$ cat src/rtl/inv_pkg.sv
package inv_pkg;

    typedef enum logic [1:0] {
        ST_FILL   = 2'd0,
        ST_DECIDE = 2'd1,
        ST_DRAIN  = 2'd2
    } wr_state_e;

    function automatic logic [3:0] zeros_in_byte(input logic [7:0] b);
        logic [3:0] n;
        n = 4'd0;
        for (int i = 0; i < 8; i++) begin
            n = n + {3'd0, ~b[i]};
        end
        return n;
    endfunction

endpackage

$ cat src/rtl/inv_zero_tally.sv
module inv_zero_tally #(
    parameter int CNT_W = 8
) (
    input  logic             clk,
    input  logic             rst_n,
    input  logic             clear,
    input  logic             add_en,
    input  logic [7:0]       byte_in,
    output logic [CNT_W-1:0] count
);
    import inv_pkg::*;

    logic [CNT_W-1:0] add_val;

    always_comb begin
        add_val = CNT_W'(zeros_in_byte(byte_in));
    end

    always_ff @(posedge clk) begin
        if (!rst_n || clear) begin
            count <= '0;
        end else if (add_en) begin
            count <= count + add_val;
        end
    end

endmodule

$ cat src/rtl/inv_unit_store.sv
module inv_unit_store #(
    parameter int DEPTH = 512,
    parameter int IDX_W = 9
) (
    input  logic             clk,
    input  logic             we,
    input  logic [IDX_W-1:0] waddr,
    input  logic [7:0]       wdata,
    input  logic [IDX_W-1:0] raddr,
    output logic [7:0]       rdata
);
    logic [7:0] mem [DEPTH];

    always_ff @(posedge clk) begin
        if (we) begin
            mem[waddr] <= wdata;
        end
    end

    assign rdata = mem[raddr];

endmodule

$ cat src/rtl/inv_read_restore.sv
module inv_read_restore #(
    parameter int UNIT_BYTES = 512,
    parameter int IDX_W      = 9
) (
    input  logic       clk,
    input  logic       rst_n,
    input  logic [7:0] in_data,
    input  logic       in_flag,
    input  logic       in_valid,
    output logic       in_ready,
    output logic [7:0] out_data,
    output logic       out_valid,
    input  logic       out_ready,
    output logic       out_last
);
    localparam logic [IDX_W-1:0] LAST_IDX = IDX_W'(UNIT_BYTES - 1);

    logic [IDX_W-1:0] idx;
    logic             flag_q;
    logic             flag_use;
    logic             in_fire;
    logic             out_fire;

    always_comb begin
        in_ready = !out_valid || out_ready;
        in_fire  = in_valid && in_ready;
        out_fire = out_valid && out_ready;
        flag_use = (idx == '0) ? in_flag : flag_q;
    end

    always_ff @(posedge clk) begin
        if (!rst_n) begin
            idx       <= '0;
            flag_q    <= 1'b0;
            out_valid <= 1'b0;
            out_data  <= 8'h00;
            out_last  <= 1'b0;
        end else begin
            if (in_fire) begin
                out_data  <= in_data ^ {8{flag_use}};
                out_last  <= (idx == LAST_IDX);
                out_valid <= 1'b1;
                flag_q    <= flag_use;
                idx       <= (idx == LAST_IDX) ? '0 : idx + 1'b1;
            end else if (out_fire) begin
                out_valid <= 1'b0;
            end
        end
    end

endmodule

$ cat src/rtl/flash_inv_codec.sv
module flash_inv_codec #(
    parameter int UNIT_BYTES = 512,
    parameter int THRESH     = UNIT_BYTES * 4
) (
    input  logic       clk,
    input  logic       rst_n,
    input  logic [7:0] wr_in_data,
    input  logic       wr_in_valid,
    output logic       wr_in_ready,
    output logic [7:0] wr_out_data,
    output logic       wr_out_valid,
    input  logic       wr_out_ready,
    output logic       wr_out_last,
    output logic       wr_out_flag,
    input  logic [7:0] rd_in_data,
    input  logic       rd_in_flag,
    input  logic       rd_in_valid,
    output logic       rd_in_ready,
    output logic [7:0] rd_out_data,
    output logic       rd_out_valid,
    input  logic       rd_out_ready,
    output logic       rd_out_last
);
    import inv_pkg::*;

    localparam int UNIT_BITS = UNIT_BYTES * 8;
    localparam int IDX_W     = (UNIT_BYTES > 1) ? $clog2(UNIT_BYTES) : 1;
    localparam int CNT_W     = $clog2(UNIT_BITS + 1);
    localparam logic [IDX_W-1:0] LAST_IDX = IDX_W'(UNIT_BYTES - 1);
    localparam logic [CNT_W-1:0] THRESH_C = CNT_W'(THRESH);

    wr_state_e        state;
    wr_state_e        state_n;
    logic [IDX_W-1:0] idx;
    logic [CNT_W-1:0] zero_cnt;
    logic             invert_q;
    logic [7:0]       store_q;
    logic             in_fire;
    logic             out_fire;
    logic             at_last;
    logic             tally_clear;

    // State register
    always_ff @(posedge clk) begin
        if (!rst_n) begin
            state <= ST_FILL;
        end else begin
            state <= state_n;
        end
    end

    // Transitions: UNIT_FULL, DECIDED, UNIT_SENT
    always_comb begin
        state_n = state;
        unique case (state)
            ST_FILL:   if (in_fire && at_last)  state_n = ST_DECIDE;
            ST_DECIDE:                          state_n = ST_DRAIN;
            ST_DRAIN:  if (out_fire && at_last) state_n = ST_FILL;
            default:                            state_n = ST_FILL;
        endcase
    end

    // Outputs decoded from state
    always_comb begin
        wr_in_ready  = 1'b0;
        wr_out_valid = 1'b0;
        tally_clear  = 1'b0;
        unique case (state)
            ST_FILL:   wr_in_ready  = 1'b1;
            ST_DECIDE: tally_clear  = 1'b1;
            ST_DRAIN:  wr_out_valid = 1'b1;
            default:   wr_in_ready  = 1'b0;
        endcase
        at_last     = (idx == LAST_IDX);
        in_fire     = wr_in_valid && wr_in_ready;
        out_fire    = wr_out_valid && wr_out_ready;
        wr_out_data = store_q ^ {8{invert_q}};
        wr_out_last = wr_out_valid && at_last;
        wr_out_flag = wr_out_last && invert_q;
    end

    // Byte index shared by filling and draining
    always_ff @(posedge clk) begin
        if (!rst_n) begin
            idx <= '0;
        end else if (in_fire || out_fire) begin
            idx <= at_last ? '0 : idx + 1'b1;
        end
    end

    // Inversion choice fixed in DECIDE
    always_ff @(posedge clk) begin
        if (!rst_n) begin
            invert_q <= 1'b0;
        end else if (state == ST_DECIDE) begin
            invert_q <= (zero_cnt > THRESH_C);
        end
    end

    inv_zero_tally #(.CNT_W(CNT_W)) u_tally (
        .clk     (clk),
        .rst_n   (rst_n),
        .clear   (tally_clear),
        .add_en  (in_fire),
        .byte_in (wr_in_data),
        .count   (zero_cnt)
    );

    inv_unit_store #(.DEPTH(UNIT_BYTES), .IDX_W(IDX_W)) u_store (
        .clk   (clk),
        .we    (in_fire),
        .waddr (idx),
        .wdata (wr_in_data),
        .raddr (idx),
        .rdata (store_q)
    );

    inv_read_restore #(.UNIT_BYTES(UNIT_BYTES), .IDX_W(IDX_W)) u_restore (
        .clk       (clk),
        .rst_n     (rst_n),
        .in_data   (rd_in_data),
        .in_flag   (rd_in_flag),
        .in_valid  (rd_in_valid),
        .in_ready  (rd_in_ready),
        .out_data  (rd_out_data),
        .out_valid (rd_out_valid),
        .out_ready (rd_out_ready),
        .out_last  (rd_out_last)
    );

endmodule

$ cat config.mk
export PLATFORM = sky130hd
export DESIGN_NAME = flash_inv_codec
export DESIGN_NICKNAME = d
export VERILOG_FILES = /design/src/rtl/inv_pkg.sv /design/src/rtl/inv_zero_tally.sv /design/src/rtl/inv_unit_store.sv /design/src/rtl/inv_read_restore.sv /design/src/rtl/flash_inv_codec.sv
export SDC_FILE = /design/constraint.sdc
export NUM_CORES = 2
export LEC_CHECK = 0
export ABC_AREA = 0
export BUFFER_PORTS_ARGS = -buffer_cell sky130_fd_sc_hd__buf_2
export CAP_MARGIN = 20
export CELL_PAD_IN_SITES_DETAIL_PLACEMENT = 1
export CELL_PAD_IN_SITES_GLOBAL_PLACEMENT = 1
export CORE_MARGIN = 4
export CORE_UTILIZATION = 60
export DETAILED_ROUTE_END_ITERATION = 8
export PLACE_DENSITY_LB_ADDON = 0.1
export SETUP_SLACK_MARGIN = 0.2
export SLEW_MARGIN = 0
export SYNTH_ARGS = -nofsm -noshare
export SYNTH_HDL_FRONTEND = slang
export SYNTH_HIERARCHICAL = 1
export SYNTH_SLANG_ARGS = --single-unit
$ cat constraint.sdc
create_clock -name clk -period 5.75 [get_ports clk]
set_clock_uncertainty 0.2 [all_clocks]
set_input_delay 0 -clock clk [delete_from_list [all_inputs] [get_ports clk]]
set_output_delay 0 -clock clk [all_outputs]
set_load 0.01 [all_outputs]
### Word level (Yosys, flattened, before mapping)

Memory sizes are Yosys's and may differ from the RTL's. A register that Yosys moved wholly into a read port is not among the register bits.
Cells that the tools add are included.

* flip-flop bits (word level): 45
* bits in writable memories: 4096
* input port bits: 23
* logic and storage cells: 69
* memories: 1

* add/subtract/negate cells: 10
* magnitude comparators: 1
* equal/unequal tests: 6
* mux-type cells: 15
* bitwise gates (word level): 10
* reductions and logical operators: 17

Memories
* u_store.mem: words 512, width 8, rd ports 1, clocked after memory_dff 1, wr ports 1, line inv_unit_store.sv:12 `logic [7:0] mem [DEPTH];`

Operators by type and width (count)
* 9-bit two-way mux: 4
* 4-bit by 1-bit adder with 4-bit output: 6
* 9-bit by 1-bit adder with 9-bit output, second input constant: 2
* 9-bit equality test, second input constant: 2
* 8-bit bitwise XOR: 2
* 13-bit by 4-bit adder with 13-bit output: 1
* 13-bit by 12-bit > comparator with 1-bit output, second input constant: 1
* 9-bit zero test: 1
* 1-bit logical AND: 8
* 1-bit two-way mux: 8
* 1-bit NOT: 8
* 2-bit case mux with 3 select lines: 1
* 2-bit two-way mux: 2
* 2-bit inequality test, second input constant: 2
* 1-bit logical OR: 3
* 1-bit by 1-bit adder with 2-bit output: 1
* 2-bit by 1-bit equality test with 1-bit output, second input constant: 1
* 2-bit equality test, second input constant: 1
* 1-bit zero test: 2
* 2-bit zero test: 1
* 2-bit AND reduction: 1
* 2-bit nonzero test: 1

### Depth between registers and ports, before layout

* word-level depth: 9
* depth in mapped cells: 13
* mapped depth without buffers: 12

### By module

The synthesis kept the hierarchy.

By module, submodules not included
* inv_unit_store: times used 1, cells each 8022, area each 159767.0 um^2
* inv_read_restore: times used 1, cells each 129, area each 1177.4 um^2
* inv_zero_tally: times used 1, cells each 100, area each 888.4 um^2
* flash_inv_codec: times used 1, cells each 89, area each 743.2 um^2

### Least setup slack after synthesis

Ideal clock, no wire load.

* kind: register to register
* from: register u_tally.count[0]
* to: register u_tally.count[12]
* library setup time: 71 ps
* arrival: 3544 ps
* data required time: 5479 ps
* setup slack: 1935 ps
* stages on the path, launching flop included: 11
* path buffers: 0
* cell sequence: dfxtp_1 -> fa_1 -> inv_1 -> fa_1 -> fa_1 -> fa_1 -> fa_1 -> nand2b_1 -> a21o_1 -> or4_1 -> a21oi_1

* cells in the longest elaborated chain, start to end: 1

RTL lines
* start: declaration: line inv_zero_tally.sv:9 `output logic [CNT_W-1:0] count`
* start signal: assignment: line inv_zero_tally.sv:23 `count <= count + add_val;`
* 13-bit by 4-bit adder with 13-bit output: line inv_zero_tally.sv:23

Every way passes these cells.
A chain may end at the register's enable or synchronous reset.

==> summary.md <==
| Metric | Value |
|---|---|
| Max FO, Critical Path | 64 |
| Hold_ws | about 0.053 ns |
| Top Family by Delay on Critical Path | compound AO/OA/AOI/OAI gates |
| Antenna violations before repair | 30 |
| Final antenna-violating net count | 0 |
| H-tree depth | 5 |
| CTS buffer count | 409 |
| Synth area leaders | edfxtp_1, mux4_2, mux2i_1 |
| Num rows | between 150 and 200 |
| Worst Path Buf+Inv | 5 |
| CP startpoint kind | register |
| Post-synth EDFFs | 4096 |
| Fraction of layout cells with a size suffix above 1 | a little under a fifth |
| GRT overflow | 0 |
| DIE AREA | 279000 sq um |
| Dpl cell area | ~170000 sq um |
| Fmax | approximately 180 MHz |
| Required @ worst endpoint | 5.55 ns |
| Status | completed |
| Cell variety after synth | 80 |
| IO Port Bufs | 45 |
| CTS root buf | clkbuf_16 |
| Post-DP HPWL | 285000 um |
| Slew headroom | 19.6% |
| DRC errors left | 0 |
| Internal power | 49.3 mW |
| First-pass GRT wire length | slightly below 700000 um |
| Syn_area_per_cell | 19.5 sq um |
| Pin count of the biggest net entering global routing | 182 |
| Area Overhead vs Synth | 11.9% |
| Clock transition at path regs | 0.06 ns |
| Critical path, cell by cell | buf_12, buf_16, buf_12, buf_12, mux2i_1, o221ai_1, a21oi_1, nor2_1, nand3_1, o21ai_0, o2111a_1, xor2_1, buf_2 |
| P_leak | 55.9 nW |
| DR pass1 iterations | 6 |
| Seq pwr share | 53.0% |
| Final WL | 471000 um |
| Vias in the first global route | 91900 |
| Worst skew pair latency | 0.94 ns |
| Die Width | 529 um |
| Die H | around 530 um |
| Clock share of power | 42.0% |
| Finish-stage setup viols | 0 |
| Layout filler cell count | 21400 |
| Hold Crit Class | in -> reg |
| Async S/R FF share, synth | 0% |
| Clock sinks | 4141 |
| Final nets | 8739 |
| Final hold violation count | 0 |
| Slowest cell on crit path | o21ai_0 |
| Cell area after synthesis | 163000 sq um |
| Final core utilization | 67.7% |
| RePlAce Congestion | 0.872 |
| CTS tree | yes |
| Synthesized net count | 8381 |
| First DRT Iteration DRCs | 12300 |
| Synthesis Warnings | 6 |
| Worst setup EP type | output port |
| RSZ-0062 raised after global routing | no |
| Critical path's largest stage delay | approximately 0.61 ns |
| Most frequent cell on the critical path | buf_12 |
| Pwr/cell area | ~340 nW/um^2 |
| Fin crit share | between 90% and 100% |
| Maximum capacitance violations | 0 |
| Most frequent cells in the layout | edfxtp_1, mux2i_1, mux4_2 |
| Switching share of power | 21.3% |
| Main synth FF type | edfxtp_1 |
| Synth area leader | edfxtp_1 |
| Top-area cell type share of the netlist area | 75.7% |
| Core Area | 269000 sq um |
| Vias per cell | 7.02 |
| Critical path arrival | 5.34 ns |
| Cells after Synth | approximately 8300 |
| Max-slew violations | 0 |
| Switching power | 13.4 mW |
| Min cycle time layout | 5.54 ns |
| Vias | 88400 |
| Total negative slack | 0 ns |
| Synth Register Bits | 4141 |
| Clk buf depth | 4 |
| Final setup margin | 0.213 ns |
| Final Cell Area | 182000 sq um |
| Tot GR Track Use | 33.8% |
| Crit Path Class | reg -> out |
| Worst-Margin Slew | roughly 1.2 ns |
| Combinational share of power | under 10% |
| VDD IR-drop max | 327 uV |
| WL/cell | 37.4 um |
| Register area share after synthesis | between 70% and 80% |
| Post-place setup slack | 0.514 ns |
| Most common cell after layout, fill and taps aside | edfxtp_1 |
| Starting Density | about three fifths |
| Ports | 46 |
power groups by stage:
stage	Sequential, mW	Clock [mW]	Combinational [mW]
after floorplan	33.8	0	1.78
after global placement	33.9	0	2.88
after detailed placement	33.9	0	3.00
after CTS	33.2	26.6	3.11
after global routing	33.2	28.0	3.30
final	33.2	26.3	3.15
cell usage after synthesis, drive strengths merged (14+ instances only):
master and instances:
nand3 55, and2 33, o221ai 372, mux2i 800, a211oi 20, clkbuf 276
inv 15, o31ai 14, and3 14, o22ai 163, nand4 46, nor2 616
o21ai 133, a22oi 61, nor4 40, buf 254, nand2 138, edfxtp 4096
a21oi 204, dfxtp 45, nor3 109, mux4 654
worst paths after layout:
path / start / to / slack, ns / depth (start not counted)
max: idx[0]$_SDFFE_PN0P_ / wr_out_data[0] / 0.21 / 13
min: wr_in_data[0] / u_store/mem[508][0]$_DFFE_PP_ / 0.05 / 3
max reg2reg: idx[1]$_SDFFE_PN0P_ / u_store/mem[274][1]$_DFFE_PP_ / 1.15 / 6
min reg2reg: u_tally/count[11]$_SDFFE_PP0P_ / u_tally/count[11]$_SDFFE_PP0P_ / 0.30 / 2
stage by stage:
step | power [mW] | instances
after floorplan | 35.6 | 8340
after CTS | 62.9 | 12600
after global placement | 36.7 | 11800
after global routing | 64.5 | 12600
after detailed placement | 36.9 | 11800
final | 62.7 | 12600
what timing repair did:
action,4_1_cts,5_1_grt
cloned,0,1
hold buffers,67,0
pin swaps,0,5
setup buffers,6,7
endpoints found under the setup margin,8,7
resized for setup,14,9
hold endpoints to repair,2678,0
worst min-delay path, stage by stage:
cell and delay [ns]:
dlygate4sd3_1 0.59, buf_8 0.19, buf_4 0.23
logic make-up (layout without fill, tap and decap cells):
logic type	after synthesis	in the layout	share of synthesized area [%]
AND/OR/NAND/NOR	1121	1122	3.10
other	0	4	0
multiplexers	1455	1455	14.0
buffers and inverters	546	1242	1.91
AO/OA/AOI/OAI	1043	1043	4.54
XOR/XNOR	16	16	0.0862
flip-flops	4141	4141	76.2
adder cells (fa/ha/maj)	18	18	0.162
state kept, by name (all words and copies together) (netlist names):
signal and flops:
invert_q 1, u_restore/flag_q 1, u_restore/idx 9, u_restore/out_valid 1
u_restore/out_last 1, state 2, u_tally/count 13, u_store/mem 4096
u_restore/out_data 8, idx 9
per-layer routing:
layer	part of all wire, %	routed length (um)	vias to the layer above	global-route usage (%)
li1	-	-	35300	-
met1	37	177000	46800	47.5
met2	48	227000	5277	53.5
met3	9.9	46700	1002	6.48
met4	4.3	20400	18	12.8
met5	0.024	114	-	0
layout make-up:
type                    instances  area (sq um)  share of cell area (%)
inverters                      16          68.8                  0.0378
well taps                    3552          4440                    2.44
clock buffers                 494         10700                    5.89
repair buffers                476          4550                    2.50
flip-flops and latches       4141        124000                    68.1
multi-input cells            3654         35900                    19.7
diodes                          4          10.0                 0.00550
clock inverters               256          2360                    1.30
Power figures use the tool's default switching activity.
